===== src/rtl/tat_pkg.sv =====
package tat_pkg;
  typedef enum logic {DIR_RD = 1'b0, DIR_WR = 1'b1} dir_e;

  localparam int TAT_AREA_W = 3;
  localparam int TAT_NUM_AREAS = 7;
  localparam int TAT_IDLE_W = 2;
endpackage


===== src/rtl/tat_history.sv =====
module tat_history #(
  parameter int AREA_W = 3
) (
  input  logic              clk,
  input  logic              rst_n,
  input  logic              grant,
  input  logic [AREA_W-1:0] grant_area,
  input  tat_pkg::dir_e     grant_dir,
  input  logic              done,
  input  logic              arb,
  output logic              busy,
  output logic              prev_valid,
  output logic [AREA_W-1:0] prev_area,
  output tat_pkg::dir_e     prev_dir
);
  import tat_pkg::*;

  logic [AREA_W-1:0] cur_area;
  dir_e              cur_dir;

  // tracks the access in progress and its attributes
  always_ff @(posedge clk) begin
    if (!rst_n) begin
      busy     <= 1'b0;
      cur_area <= '0;
      cur_dir  <= DIR_RD;
    end else if (grant) begin
      busy     <= 1'b1;
      cur_area <= grant_area;
      cur_dir  <= grant_dir;
    end else if (done) begin
      busy     <= 1'b0;
    end
  end

  // previous-access record; arbitration wins over completion
  always_ff @(posedge clk) begin
    if (!rst_n) begin
      prev_valid <= 1'b0;
      prev_area  <= '0;
      prev_dir   <= DIR_RD;
    end else if (arb) begin
      prev_valid <= 1'b0;
    end else if (done) begin
      prev_valid <= 1'b1;
      prev_area  <= cur_area;
      prev_dir   <= cur_dir;
    end
  end

  // an arbitration pulse leaves no valid history behind
  a_r7_arb_clears: assert property (@(posedge clk) disable iff (!rst_n)
    arb |=> !prev_valid);

  // completion of an access makes the history valid
  a_r1_done_records: assert property (@(posedge clk) disable iff (!rst_n)
    (done && !arb) |=> prev_valid);
endmodule


===== src/rtl/tat_gap_counter.sv =====
module tat_gap_counter #(
  parameter int IDLE_W = 2
) (
  input  logic              clk,
  input  logic              rst_n,
  input  logic              clear,
  input  logic              hold,
  output logic [IDLE_W-1:0] gap
);
  localparam logic [IDLE_W-1:0] GAP_MAX = '1;

  always_ff @(posedge clk) begin
    if (!rst_n)             gap <= GAP_MAX;
    else if (clear)         gap <= '0;
    else if (!hold && gap != GAP_MAX) gap <= gap + 1'b1;
  end

  // each empty cycle adds one until saturation
  a_r6_gap_steps: assert property (@(posedge clk) disable iff (!rst_n)
    (!clear && !hold && gap != GAP_MAX) |=> gap == $past(gap) + 1'b1);

  a_r6_gap_saturates: assert property (@(posedge clk) disable iff (!rst_n)
    (!clear && gap == GAP_MAX) |=> gap == GAP_MAX);
endmodule


===== src/rtl/tat_need.sv =====
module tat_need #(
  parameter int AREA_W    = 3,
  parameter int NUM_AREAS = 7,
  parameter int IDLE_W    = 2
) (
  input  logic                        clk,
  input  logic                        rst_n,
  input  logic [NUM_AREAS*IDLE_W-1:0] cfg,
  input  logic                        prev_valid,
  input  logic [AREA_W-1:0]           prev_area,
  input  tat_pkg::dir_e               prev_dir,
  input  logic [AREA_W-1:0]           req_area,
  input  tat_pkg::dir_e               req_dir,
  output logic [IDLE_W-1:0]           need
);
  import tat_pkg::*;

  localparam int AREA_SLOTS = 1 << AREA_W;

  logic [IDLE_W-1:0] fld [AREA_SLOTS];

  // unpack per-area fields; unused slots read as zero
  for (genvar i = 0; i < AREA_SLOTS; i++) begin : g_fld
    if (i < NUM_AREAS) begin : g_used
      assign fld[i] = cfg[i*IDLE_W +: IDLE_W];
    end else begin : g_spare
      assign fld[i] = '0;
    end
  end

  logic area_change;
  logic rd_to_wr;

  always_comb begin
    area_change = (req_area != prev_area);
    rd_to_wr    = (prev_dir == DIR_RD) && (req_dir == DIR_WR);
    if (prev_valid && (area_change || rd_to_wr)) need = fld[prev_area];
    else                                         need = '0;
  end

  // a same-area write after a write never owes idle cycles
  a_r4_wr_wr_free: assert property (@(posedge clk) disable iff (!rst_n)
    (prev_dir == DIR_WR && req_dir == DIR_WR && req_area == prev_area) |-> need == '0);

  // no history, nothing owed
  a_r8_invalid_free: assert property (@(posedge clk) disable iff (!rst_n)
    !prev_valid |-> need == '0);
endmodule


===== src/rtl/bus_turnaround_gate.sv =====
module bus_turnaround_gate #(
  parameter int AREA_W    = tat_pkg::TAT_AREA_W,
  parameter int NUM_AREAS = tat_pkg::TAT_NUM_AREAS,
  parameter int IDLE_W    = tat_pkg::TAT_IDLE_W
) (
  input  logic                        clk,
  input  logic                        rst_n,
  input  logic [NUM_AREAS*IDLE_W-1:0] idle_cfg,
  input  logic                        req_valid,
  input  logic [AREA_W-1:0]           req_area,
  input  logic                        req_write,
  output logic                        req_ready,
  input  logic                        acc_done,
  input  logic                        arb_evt,
  output logic                        idle_ins
);
  import tat_pkg::*;

  localparam logic [IDLE_W-1:0] GAP_MAX = '1;

  logic              busy;
  logic              prev_valid;
  logic [AREA_W-1:0] prev_area;
  dir_e              prev_dir;
  dir_e              req_dir;
  logic [IDLE_W-1:0] gap;
  logic [IDLE_W-1:0] need;
  logic              gap_ok;
  logic              grant;

  assign req_dir   = req_write ? DIR_WR : DIR_RD;
  assign gap_ok    = (gap >= need);
  assign req_ready = !busy && gap_ok;
  assign grant     = req_valid && req_ready;
  assign idle_ins  = req_valid && !busy && !gap_ok;

  tat_history #(.AREA_W(AREA_W)) u_hist (
    .clk        (clk),
    .rst_n      (rst_n),
    .grant      (grant),
    .grant_area (req_area),
    .grant_dir  (req_dir),
    .done       (acc_done),
    .arb        (arb_evt),
    .busy       (busy),
    .prev_valid (prev_valid),
    .prev_area  (prev_area),
    .prev_dir   (prev_dir)
  );

  tat_gap_counter #(.IDLE_W(IDLE_W)) u_gap (
    .clk   (clk),
    .rst_n (rst_n),
    .clear (acc_done),
    .hold  (busy),
    .gap   (gap)
  );

  tat_need #(.AREA_W(AREA_W), .NUM_AREAS(NUM_AREAS), .IDLE_W(IDLE_W)) u_need (
    .clk        (clk),
    .rst_n      (rst_n),
    .cfg        (idle_cfg),
    .prev_valid (prev_valid),
    .prev_area  (prev_area),
    .prev_dir   (prev_dir),
    .req_area   (req_area),
    .req_dir    (req_dir),
    .need       (need)
  );

  // a held request keeps its attributes
  a_r9_hold_stable: assert property (@(posedge clk) disable iff (!rst_n)
    (req_valid && !req_ready) |=> (req_valid && $stable(req_area) && $stable(req_write)));

  // completion only while an access runs
  a_r9_done_in_flight: assert property (@(posedge clk) disable iff (!rst_n)
    acc_done |-> busy);

  // after a grant the bus is busy
  a_r9_grant_busy: assert property (@(posedge clk) disable iff (!rst_n)
    grant |=> !req_ready);

  // a held request means the empty-cycle count is below saturation
  a_r6_wait_bounded: assert property (@(posedge clk) disable iff (!rst_n)
    idle_ins |-> gap != GAP_MAX);

  // without history an idle bus grants at once
  a_r8_first_free: assert property (@(posedge clk) disable iff (!rst_n)
    (!prev_valid && !busy) |-> req_ready);
endmodule


===== config.mk =====
export PLATFORM = sky130hd
export DESIGN_NAME = bus_turnaround_gate
export DESIGN_NICKNAME = d
export VERILOG_FILES = /design/src/rtl/tat_pkg.sv /design/src/rtl/tat_history.sv /design/src/rtl/tat_gap_counter.sv /design/src/rtl/tat_need.sv /design/src/rtl/bus_turnaround_gate.sv
export SDC_FILE = /design/constraint.sdc
export NUM_CORES = 1
export LEC_CHECK = 0
export ABC_AREA = 0
export BUFFER_PORTS_ARGS = -buffer_cell sky130_fd_sc_hd__buf_2
export CAP_MARGIN = 20
export CORE_ASPECT_RATIO = 0.75
export CORE_MARGIN = 1.5
export CORE_UTILIZATION = 25
export DETAILED_ROUTE_END_ITERATION = 7
export GPL_TIMING_DRIVEN = 0
export MAX_ROUTING_LAYER = met4
export PLACE_DENSITY = 0.5
export SLEW_MARGIN = 10
export SYNTH_ARGS = -nofsm -noshare
export SYNTH_HDL_FRONTEND = slang
export SYNTH_SLANG_ARGS = --single-unit
export TNS_END_PERCENT = 30

===== constraint.sdc =====
create_clock -name clk -period 6.2 [get_ports clk]
set_input_delay 0.62 -clock clk [delete_from_list [all_inputs] [get_ports clk]]
set_output_delay 0.62 -clock clk [all_outputs]
set_load 0.02 [all_outputs]

Word level (Yosys, flattened, before mapping). Cells that the tools add are included.

Flip-flop bits (word level): 12. Output and inout port bits: 2.

$add $sub $neg: 1. Magnitude comparators: 2. Eq/ne operators: 2. Muxes and demuxes: 9. Bitwise logic cells: 4. Reduce and logical (&&, ||, !) cells: 14.

Operator list (number): 2-to-1 mux 2 bit (5); logical AND 1 bit (7); binary-select mux 2 bit (select 3 bit) (1); >= comparator 4 bit (second input constant) (1); NOT 3 -> 4 bit (1); nonzero test 2 bit (2); 2-to-1 mux 1 bit (3); inequality test 3 bit (1); NOT 1 bit (3); adder 2 x 1 -> 2 bit (second input constant) (1); >= comparator 2 bit (1); zero test 1 bit (2); inequality test 2 bit (second input constant) (1); AND reduction 2 bit (1); OR reduction 2 bit (1); logical OR 1 bit (1).

Depth between registers and ports, before layout.
Depth after elaboration: 9. Depth in mapped cells: 10. Gate-level depth less buffers: 9.

Hierarchy. A second synthesis with hierarchy kept.

Cell total of the unflattened synthesis: 83. Area, all modules: 767.0 um^2.

By module, submodules not included: tat_history (times used 1, cells each 38, area an instance 389.1 um^2, seq. area each 200.2 um^2); tat_need (times used 1, cells each 24, area an instance 198.9 um^2, seq. area each 0.0 um^2); tat_gap_counter (times used 1, cells each 10, area an instance 100.1 um^2, seq. area each 40.0 um^2); bus_turnaround_gate (times used 1, cells each 11, area an instance 78.8 um^2, seq. area each 0.0 um^2).

Worst setup path after synthesis. Ideal clock, no wire load.

Path type: in2out. Start point: input idle_cfg[2]. End point: output idle_ins. Arrival time: 2.177 ns. Required time: 5.580 ns. Setup slack: 3.403 ns. Stages: 7. Path buffers: 0. Cells stage by stage: mux4_1 mux2i_1 nor2b_1 ha_1 nand2b_1 a21oi_1 and3b_1.

Cells in the longest elaborated chain, start to end: 7.

Ends and longest elaborated chain: from (decl) (RTL line bus_turnaround_gate.sv:8) `input logic [NUM_AREAS*IDLE_W-1:0] idle_cfg,`; binary-select mux 2 bit (select 3 bit) (RTL line tat_need.sv:37) `if (prev_valid && (area_change || rd_to_wr)) need = fld[prev_area];`; 2-to-1 mux 2 bit (implied by the code) (2 in a row) (RTL line tat_need.sv:37); 2-to-1 mux 2 bit (RTL line tat_need.sv:37); >= comparator 2 bit (RTL line bus_turnaround_gate.sv:32) `assign gap_ok = (gap >= need);`; zero test 1 bit (RTL line bus_turnaround_gate.sv:35) `assign idle_ins = req_valid && !busy && !gap_ok;`; logical AND 1 bit (RTL line bus_turnaround_gate.sv:35); to (decl) (RTL line bus_turnaround_gate.sv:15) `output logic idle_ins`.

No other way between the ends. The select of a mux whose other input is x is not followed.

Worst setup path after layout.
Start point: register u_hist.prev_area[0]. End point: output idle_ins.

Cells in the longest elaborated chain, start to end: 8.

Ends and longest elaborated chain: from (decl) (RTL line tat_history.sv:13) `output logic [AREA_W-1:0] prev_area,`; from (signal assigned) (RTL line tat_history.sv:46) `prev_area <= cur_area;`; NOT 3 -> 4 bit (implied by the code) (RTL line tat_need.sv:37); binary-select mux 2 bit (select 3 bit) (RTL line tat_need.sv:37); 2-to-1 mux 2 bit (implied by the code) (2 in a row) (RTL line tat_need.sv:37); 2-to-1 mux 2 bit * (RTL line tat_need.sv:37); >= comparator 2 bit * (RTL line bus_turnaround_gate.sv:32); zero test 1 bit * (RTL line bus_turnaround_gate.sv:35); logical AND 1 bit * (RTL line bus_turnaround_gate.sv:35).

Every way passes the cells marked *; elsewhere a longest branch is shown, timed or not. The select of a mux whose other input is x is not followed.

==> reports/summary.txt <==
Post-CTS Setup Inserts: 0
Worst EP arrival: 2.42 ns
Leakage: 0.4203 nW
Largest net degree at the start of global routing: 11
Peak Freq: 329.0 MHz
DRT antenna net count: 0
CTS resizes: 0
CTS max path bufs: 2
Vias in the first global route: 556
Area growth syn-to-layout: 31.04%
Critical path capture point type: primary output
TritonCTS clock tree: built
Most common cell after layout, fill and taps aside: buf_2
Fin. Hold Viols: 0
Die Y: 49.14 microns
Fill count: 290
Post-DP Area: 874.6 sq um
Status: finished, final reports clean
Avg Cell Area, Syn: 9.718 sq um
CP startpoint kind: register
Port Buffers: 24
Crit path max fanout: 8
Worst vdd ir: 0.1138 mV
Final Util: 0.3518
Most frequent cells in the layout: buf_2 (25), mux2i_1 (12), dfxtp_1 (12), nand2_1 (9), nor2b_1 (6)
First-pass GRT wire length: 2373 microns
Setup_tns: 0 ns
Clock Skew: 0.005355 ns
RSZ-0062 raised after global routing: no
Initial antenna violation count: 0
Final instance area: 929.6 sq um
Final-stage net count: 128
Hold depth: 2
Synth Instances: 73
RD Place Congestion: 0.7540
# rows: 16
Vias: 590
Pwr per Cell Area: 229.5 nW/um^2
Total grt overflow: 0
Die Footprint: 3170 sq um
Cts hold-fix bufs: 0
H-tree depth: 1
DR pass1 iterations: 2
I/O Pins: 25
Seq/Total Area, Yosys: 0.3386
Critical path class: reg -> out
Synth Net Count: 99
Period minus WS final: 3.039 ns
HPWL after detailed placement: 1186 microns
Share of layout cells above drive strength 1: 0.3267
Sink Count: 12
Max-slew violations: 0
Root Buffer: clkbuf_8
Vias per std cell: 4.307
Final WL: 1474 microns
Routed WL per cell: 10.76 microns
CP required: 5.58 ns
Clock slew at reported path FFs: 0.05 ns
Final worst path period share: 0.4902
Min-Delay Path Class: reg -> reg
Post-synthesis cell area: 709.4 sq um
Least-Margin Pin Slew: 0.5969 ns
Worst-Skew Late Latency: 0.24 ns
Total CTS buffers: 3
Final setup viols: 0
Initial DRC count: 13
Netlist cell types: 24
Initial core utilization: 0.2685
Number of remaining DRC errors: 0
Max Cap Viol: 0
Flops & latches, synth: 12
ANT cells: 0
Total GRT Usage: 0.1021
Reg2reg path depth: 9
Core area: 2643 sq um
Die width: 64.51 microns
Slew HR: 0.6003
Synthesis Warnings: 0
power by group:
group / internal (mW) / switching [mW]
Combinational: 0.0220 / 0.0201
Sequential: 0.0830 / 0.00392
Clock: 0.0560 / 0.0284
Total: 0.161 / 0.0523
synth_stat cells:
master,count,area share
dfxtp_1,12,0.34
nor2b_1,6,0.053
nand3b_1,2,0.021
buf_2,1,0.0070
o31a_1,1,0.012
xor2_1,2,0.025
nor3b_2,1,0.018
ha_1,3,0.053
nand2b_1,2,0.018
mux2_2,1,0.016
inv_1,2,0.011
a21oi_1,1,0.0070
nor3b_1,1,0.011
nand2_1,9,0.048
and3b_1,1,0.012
mux4_2,1,0.032
buf_6,1,0.016
mux4_1,1,0.037
clkbuf_1,2,0.011
nor2_1,3,0.016
o21ai_0,5,0.035
o21a_1,1,0.011
mux2i_1,12,0.17
xnor2_1,2,0.025
path summary, 6_finish.rpt:
check / to / slack [ns] / from
worst max-delay path: idle_ins / 3.16 / u_hist.prev_area[0]
worst min-delay path: u_hist.cur_area[1] / 0.46 / u_hist.cur_area[1]
worst max register to register: u_hist.cur_area[1] / 3.73 / u_hist.prev_area[0]
worst min register to register: u_hist.cur_area[1] / 0.46 / u_hist.cur_area[1]
state kept, by name, summed over array words and instances (netlist names):
register / cells
u_hist.cur_area: 3
u_hist.prev_valid: 1
u_hist.busy: 1
u_hist.prev_area: 3
u_hist.prev_dir: 1
u_hist.cur_dir: 1
u_gap.gap: 2
worst max-delay path: stages, from the launching register on:
cell      delay [ns]
dfxtp_1         0.32
buf_6           0.13
mux4_1          0.54
mux2i_1         0.14
nor2b_1         0.07
ha_1            0.26
nand2b_1        0.14
a21oi_1         0.25
and3b_1         0.19
buf_2           0.15
kinds of logic after synthesis:
kind of cell             after synthesis  share of synthesized area
buffers and inverters                  6                    0.04409
flip-flops                            12                     0.3386
AND/OR/NAND/NOR                       25                     0.1958
AO/OA/AOI/OAI                          8                    0.06525
multiplexers                          15                     0.2540
XOR/XNOR                               4                    0.04939
adder cells (fa/ha/maj)                3                    0.05292
through the flow:
stage / hold slack, ns / cells / setup WS (ns) / power [mW]
floorplan: 0.4341 / 73 / 3.403 / 0.1156
global placement: 0.4454 / 133 / 3.178 / 0.1296
detailed placement: 0.4552 / 133 / 3.176 / 0.1309
CTS: 0.4632 / 137 / 3.129 / 0.2169
global route: 0.4902 / 137 / 2.996 / 0.2263
finish: 0.4575 / 137 / 3.161 / 0.2134
cell type report:
type	count	area, sq um	share of cell area
Buffer	4	23.77	0.02557
Timing Repair Buffer	24	120.1	0.1292
Tap cell	36	45.04	0.04845
Inverter	2	7.507	0.008075
Clock buffer	4	55.05	0.05922
Multi-Input combinational cell	55	437.9	0.4711
Sequential cell	12	240.2	0.2584
per-layer routing:
layer  vias to the layer above  track usage  routed length [microns]
met4                         0      0.01064                        0
met2                        22       0.1580                      607
met5                         -            -                        0
met1                       260       0.1299                      734
met3                         0      0.04157                      132
li1                        308            -                        -
Power figures use the tool's default switching activity.
